File: src/rtl/lsa_pkg.sv
package lsa_pkg;
  typedef enum logic [1:0] {
    SZ_BYTE = 2'b00,
    SZ_HALF = 2'b01,
    SZ_WORD = 2'b10,
    SZ_RSVD = 2'b11
  } xfer_size_e;
endpackage

File: src/rtl/lsa_align_check.sv
module lsa_align_check #(
  parameter int unsigned OFF_W = 2
) (
  input  logic [OFF_W-1:0]       off_i,
  input  lsa_pkg::xfer_size_e    size_i,
  output logic                   misalign_o,
  output logic                   size_bad_o
);
  import lsa_pkg::*;

  always_comb begin
    misalign_o = 1'b0;
    size_bad_o = 1'b0;
    unique case (size_i)
      SZ_BYTE: misalign_o = 1'b0;
      SZ_HALF: misalign_o = off_i[0];
      SZ_WORD: misalign_o = (off_i != '0);
      default: size_bad_o = 1'b1;
    endcase
  end
endmodule

File: src/rtl/lsa_load_extract.sv
module lsa_load_extract #(
  parameter int unsigned DATA_W = 32
) (
  input  logic [DATA_W-1:0]          mem_word_i,
  input  logic [$clog2(DATA_W/8)-1:0] off_i,
  input  lsa_pkg::xfer_size_e        size_i,
  input  logic                       zero_fill_i,
  input  logic                       fault_i,
  output logic [DATA_W-1:0]          result_o
);
  import lsa_pkg::*;

  localparam int unsigned LANES = DATA_W / 8;
  localparam int unsigned HALVES = LANES / 2;
  localparam int unsigned OFF_W = $clog2(LANES);

  logic [7:0]  lane_b [LANES];
  logic [15:0] lane_h [HALVES];
  logic [7:0]  pick_b;
  logic [15:0] pick_h;

  for (genvar g = 0; g < LANES; g++) begin : g_byte_lane
    assign lane_b[g] = mem_word_i[DATA_W-1-8*g -: 8];
  end

  for (genvar h = 0; h < HALVES; h++) begin : g_half_lane
    assign lane_h[h] = {lane_b[2*h], lane_b[2*h+1]};
  end

  assign pick_b = lane_b[off_i];
  assign pick_h = lane_h[off_i[OFF_W-1:1]];

  function automatic logic [DATA_W-1:0] widen_byte(input logic [7:0] b, input logic zf);
    logic fill;
    fill = zf ? 1'b0 : b[7];
    return {{(DATA_W-8){fill}}, b};
  endfunction

  function automatic logic [DATA_W-1:0] widen_half(input logic [15:0] hw, input logic zf);
    logic fill;
    fill = zf ? 1'b0 : hw[15];
    return {{(DATA_W-16){fill}}, hw};
  endfunction

  always_comb begin
    result_o = '0;
    if (!fault_i) begin
      unique case (size_i)
        SZ_BYTE: result_o = widen_byte(pick_b, zero_fill_i);
        SZ_HALF: result_o = widen_half(pick_h, zero_fill_i);
        SZ_WORD: result_o = mem_word_i;
        default: result_o = '0;
      endcase
    end
  end
endmodule

File: src/rtl/lsa_store_replicate.sv
module lsa_store_replicate #(
  parameter int unsigned DATA_W = 32
) (
  input  logic [DATA_W-1:0]           src_i,
  input  logic [$clog2(DATA_W/8)-1:0] off_i,
  input  lsa_pkg::xfer_size_e         size_i,
  input  logic                        store_i,
  input  logic                        fault_i,
  output logic [DATA_W-1:0]           wdata_o,
  output logic [DATA_W/8-1:0]         wen_o
);
  import lsa_pkg::*;

  localparam int unsigned LANES = DATA_W / 8;
  localparam int unsigned HALVES = LANES / 2;

  logic [LANES-1:0] mask;

  function automatic logic [LANES-1:0] lane_mask(input xfer_size_e sz, input int unsigned off);
    logic [LANES-1:0] m;
    m = '0;
    unique case (sz)
      SZ_BYTE: m = LANES'(1) << (LANES - 1 - off);
      SZ_HALF: m = LANES'(3) << (LANES - 2 - off);
      SZ_WORD: m = '1;
      default: m = '0;
    endcase
    return m;
  endfunction

  always_comb begin
    unique case (size_i)
      SZ_BYTE: wdata_o = {LANES{src_i[7:0]}};
      SZ_HALF: wdata_o = {HALVES{src_i[15:0]}};
      default: wdata_o = src_i;
    endcase
  end

  assign mask  = lane_mask(size_i, int'(off_i));
  assign wen_o = (store_i && !fault_i) ? mask : '0;
endmodule

File: src/rtl/lsa_lane_aligner.sv
module lsa_lane_aligner #(
  parameter int unsigned DATA_W = 32,
  parameter int unsigned ADDR_W = 32
) (
  input  logic [ADDR_W-1:0]   addr_i,
  input  logic [1:0]          size_i,
  input  logic                unsigned_i,
  input  logic                store_i,
  input  logic [DATA_W-1:0]   mem_rdata_i,
  input  logic [DATA_W-1:0]   src_i,
  output logic [DATA_W-1:0]   load_o,
  output logic [DATA_W-1:0]   wdata_o,
  output logic [DATA_W/8-1:0] wen_o,
  output logic                align_err_o
);
  import lsa_pkg::*;

  localparam int unsigned LANES = DATA_W / 8;
  localparam int unsigned OFF_W = $clog2(LANES);

  xfer_size_e       size_w;
  logic [OFF_W-1:0] off_w;
  logic             misalign_w;
  logic             size_bad_w;
  logic             fault_w;

  assign size_w  = xfer_size_e'(size_i);
  assign off_w   = addr_i[OFF_W-1:0];
  assign fault_w = misalign_w | size_bad_w;

  lsa_align_check #(.OFF_W(OFF_W)) u_align (
    .off_i      (off_w),
    .size_i     (size_w),
    .misalign_o (misalign_w),
    .size_bad_o (size_bad_w)
  );

  lsa_load_extract #(.DATA_W(DATA_W)) u_load (
    .mem_word_i  (mem_rdata_i),
    .off_i       (off_w),
    .size_i      (size_w),
    .zero_fill_i (unsigned_i),
    .fault_i     (fault_w),
    .result_o    (load_o)
  );

  lsa_store_replicate #(.DATA_W(DATA_W)) u_store (
    .src_i   (src_i),
    .off_i   (off_w),
    .size_i  (size_w),
    .store_i (store_i),
    .fault_i (fault_w),
    .wdata_o (wdata_o),
    .wen_o   (wen_o)
  );

  assign align_err_o = fault_w;
endmodule

File: config.mk
export PLATFORM = sky130hd
export DESIGN_NAME = lsa_lane_aligner
export DESIGN_NICKNAME = d
export VERILOG_FILES = /design/src/rtl/lsa_pkg.sv /design/src/rtl/lsa_align_check.sv /design/src/rtl/lsa_load_extract.sv /design/src/rtl/lsa_store_replicate.sv /design/src/rtl/lsa_lane_aligner.sv
export SDC_FILE = /design/constraint.sdc
export NUM_CORES = 1
export LEC_CHECK = 0
export ABC_AREA = 1
export BUFFER_PORTS_ARGS = -buffer_cell sky130_fd_sc_hd__buf_2
export CORE_MARGIN = 5
export CORE_UTILIZATION = 38
export DETAILED_ROUTE_END_ITERATION = 7
export PLACE_DENSITY = 0.86
export SYNTH_ARGS = -nofsm -noshare
export SYNTH_HDL_FRONTEND = slang
export SYNTH_SLANG_ARGS = --single-unit
File: constraint.sdc
create_clock -name vclk -period 2.9
set_clock_uncertainty 0.1 [all_clocks]
set_input_delay 0.435 -clock vclk [all_inputs]
set_output_delay 0.435 -clock vclk [all_outputs]
set_load 0.1 [all_outputs]
# After elaboration in Yosys (flattened, before gate mapping)
# Index checks and enable logic that the tools add are counted.
# totals
mem_bits_rw	0
romBits	0
latchBits	0
mem_count	0
input_bits	100
ff_bits	0
word_cells	31
out_inout_bits	69
# op_classes
n_div	0
n_mul	0
reduce_logical	5
n_bitwise	3
n_eq_ne	2
n_lt_le_gt_ge	2
n_shift	2
n_addsub	2
n_mux	15
# ops
cell	count
$pmux W32 S3	1
$pmux W32 S2	1
$mux W16	3
$mux W32	1
$shl A1 B32 Y4 const A	1
$shl A2 B32 Y4 const A	1
$bmux W8 S2	1
$mux W8	2
$pmux W4 S3	1
$sub A2 B2 Y3 const A	2
$mux W4	1
$ge A3 B3 Y1 const B	1
$mux W1	3
$not A2 Y3	1
$reduce_or A3 Y1	1
$eq A2 B1 Y1 const B	1
$eq A2 B2 Y1 const B	1
$ge A2 B2 Y1 const B	1
$logic_not A2 Y1	1
$not A1 Y2	1
$pmux W1 S2	1
$reduce_bool A2 Y1	1
$logic_and A1 B1 Y1	1
$logic_not A1 Y1	1
$or A1 B1 Y1	1

# Logic depth before layout (Yosys ltp)
# logic_depth
word_depth	7
ltp_mapped	11
depth_no_buf	8

# Hierarchy
# From an unflattened synthesis, not the netlist that was laid out.
# hier_totals
cells_unflattened	326
hier_area_um2	1804.2
# modules_own_cells
mod	seq_area_each_um2	area_per_inst_um2	cells_per_inst	n_inst
lsa_load_extract	0.0	1004.7	201	1
lsa_store_replicate	0.0	726.9	114	1
lsa_align_check	0.0	61.3	8	1
lsa_lane_aligner	0.0	11.3	3	1

# Worst setup path after synthesis
# OpenSTA, ideal clock, no wires.
# synth_timing
kind	input-to-output
from	in size_i[1]
to	out wdata_o[19]
stages	5
n_path_buf	1
path_slack_ns	-0.843
required_ns	2.365
arrival_time_ns	3.208
path_cell_list	inv_1 > ha_1 > nor2_1 > clkbuf_1 > o21ai_0
# synth_between
elab_chain_len	2
word_cells_on_any_way	3
classes_between	1 x eq/ne; 1 x mux; 1 x reduce/logical
# synth_lines
item	line_no	text
start, declared	lsa_lane_aligner.sv:6	input logic [1:0] size_i,
$eq A2 B1 Y1 / $logic_not A2 Y1 (equally long branches)	lsa_store_replicate.sv:32	unique case (size_i)
$pmux W32 S2 (*)	lsa_store_replicate.sv:32	
end, declared	lsa_lane_aligner.sv:12	output logic [DATA_W-1:0] wdata_o,
# Every way passes the cells marked *; elsewhere a longest branch is shown, timed or not.

# Final worst setup path
# layout_timing
from	in size_i[0]
to	out load_o[10]
# layout_between
elab_chain_len	5
word_cells_on_any_way	9
classes_between	2 x eq/ne; 4 x mux; 1 x bitwise; 2 x reduce/logical
# layout_lines
item	line_no	text
$eq A2 B1 Y1, or another cell as far along	lsa_align_check.sv:14, lsa_load_extract.sv:48	
$reduce_or A3 Y1 (no source line)	-	
$mux W1	lsa_align_check.sv:14	unique case (size_i)
$or A1 B1 Y1	lsa_lane_aligner.sv:29	assign fault_w = misalign_w | size_bad_w;
$mux W32 (*)	lsa_load_extract.sv:47	if (!fault_i) begin
end, declared	lsa_lane_aligner.sv:11	output logic [DATA_W-1:0] load_o,
# Marks and branches as above.

==> flow_summary.yaml <==
detailed_routing:
  firstDrtPassIters: 5
  drc_errors: 0
  drt-wirelength-per-cell_microns: 13.1
  ant_nets: 0
  vias: 2442
  wirelength_microns: 6650
  detail_route.iter0.violations: 182
  routed_via_density: 4.83
global_route:
  grt_pass1_vias: 2350
  grt.overflow.total: 0
  antenna_found_initial: 0
  grt_pass1_wl_microns: 10300
  groute.usage.overall_pct: 22.2
  grt_max_degree: 37
placed_design:
  pre_cts_ws_ns: 0.172
  port_buffers: 139
  dp_hpwl_microns: 5600
  place_congestion: 0.871
die:
  design.core.area_sq_um: 4260
  die_area_sq_um: 5740
  initial_core_util_pct: 38.5
  die_x_microns: 75.8
  num_rows: 24
  ios: 169
  die_height_microns: 75.8
logic_synthesis:
  syn_area_sq_um: 1640
  yosys.area.top_type_share_pct: 34.0
  synth_top_area_cell: "nand2_1"
  syn-num-nets: 439
  synth_cells: 329
  synth-seq-area-share_pct: 0
  synth.area.top_cells: "nand2_1 (34%), inv_1 (11%), a21oi_2 (9.6%)"
  yosysUniqueCellTypes: 22
  yosys_warnings: 0
  syn_area_per_cell_sq_um: 4.99
run:
  drv_cap: 0
cells_and_area:
  num_antenna_cells: 0
  multi_input_area_sq_um: 1540
  final_nets: 566
  flops_and_latches: 0
  fin_util_pct: 70.1
  clock_buffers: 0
  n_fill_cell: 360
  syn2layout_area_growth_pct: 81.9
  regArea_sq_um: 0
  drive_above_1_share_pct: 45.2
critical_path:
  crit_end: "load_o[10]"
  worstSetupStartpointType: "input port"
  max_stage_delay_ns: 0.45
  crit_top_cell: "buf_2"
  critPathSlowestCell: "buf_2"
  arrival_ns: 2.22
  cp.required_ns: 2.37
  cp_max_fo: 17
  end_kind: "primary output"
  crit_start: "size_i[0]"
  crit_type: "in2out"
  crit_path_cell_trace: "buf_2 > inv_1 > ha_1 > inv_2 > nor2_4 > nand2_1 > nand2_2 > nand2_4 > buf_12 > a21oi_2 > buf_2"
clock_tree:
  post-cts-setup-buffers: 0
  hold_buffers: 0
  post_cts_resized: 0
timing:
  fmax_mhz: 363
  slew_viol_final: 0
  finalCriticalPeriod_ns: 2.76
  postLayoutSetupSlackWorst_ns: 0.143
  slew_headroom_pct: 65.9
  tightest_slew_ns: 0.515
  hold_viol: 0
  finalCritPeriodShare_pct: 95.1
  setup_viol: 0
  rsz0062_at_grt: "no"
  final.setup.tns_ns: 0
pwr:
  ir_drop_v: 0.000176
  power_density_nw_per_um2: 357
  leakagePower_nw: 1.70
status:
  status: "complete, no violations"
min_path:
  hold_path_class: "in2out"
  min_from: "src_i[16]"
power breakdown:
group | leakage (nW) | internal (W) | switching, W | total (W)
clock network | 0 | 0 | 0 | 0
logic | 1.70 | 0.000284 | 0.000783 | 0.00107
registers | 0 | 0 | 0 | 0
area by class of cell:
type / count / area share [%]
well taps: 52 / 2.18
inverters: 52 / 6.61
multi-input cells: 251 / 51.5
repair buffers: 151 / 39.7
kinds of logic after synthesis:
kind of cell	after synthesis	share of synthesized area (%)
fa+ha+maj	10	7.62
buf+inv	78	23.1
compound gates	68	27.5
simple gates	173	41.8
worst max-delay path, delay by kind of cell:
| kind | cells | cell delay (ns) |
|---|---|---|
| compound gates | 1 | 0.17 |
| fa+ha+maj | 1 | 0.23 |
| buf+inv | 5 | 1.00 |
| simple gates | 4 | 0.36 |
synthesized netlist by cell type, types with 2 or more instances:
cell and n:
o22ai_1 8, buf_4 9, buf_2 4, o21ai_0 17, a21oi_1 15, nand3_1 3, a21oi_2 18, nand2_1 149
a21boi_0 8, inv_2 2, buf_6 6, ha_1 10, inv_1 49, nand2_4 2, nor2_1 15, clkbuf_1 7
nand2_2 2
through the flow:
stage / hold slack [ns] / area (sq um) / total power, W / cells
after global routing: 1.16 / 2990 / 0.00112 / 506
after floorplan: 0.982 / 1920 / 0.000784 / 329
final: 1.15 / 2990 / 0.00107 / 506
after global placement: 1.14 / 2990 / 0.00105 / 506
after CTS: 1.15 / 2990 / 0.00107 / 506
after detailed placement: 1.15 / 2990 / 0.00107 / 506
how the worst min path moves through the flow:
| stage | cells past startpoint | endpoint | slack [ns] |
|---|---|---|---|
| after CTS | 4 | wdata_o[20] | 1.15 |
| after detailed placement | 4 | wdata_o[20] | 1.15 |
| after global routing | 2 | wdata_o[5] | 1.16 |
| after floorplan | 1 | wdata_o[0] | 0.98 |
| after global placement | 4 | wdata_o[17] | 1.14 |
| final | 4 | wdata_o[16] | 1.15 |
layer usage:
metal  part of all wire (%)  track usage (%)
met5                      0                0
met2                     53             41.3
met3                    7.2             2.64
met1                     38             26.7
met4                    1.8             4.85
layout by cell type (no fill, tap or decap), drive strengths merged:
cell	n
a21boi	8
a21oi	33
buf	151
ha	10
inv	52
nand2	153
nand3	4
nor2	16
o21ai	18
o22ai	8
o31ai	1
No activity file was read; power rests on OpenSTA's default activity.
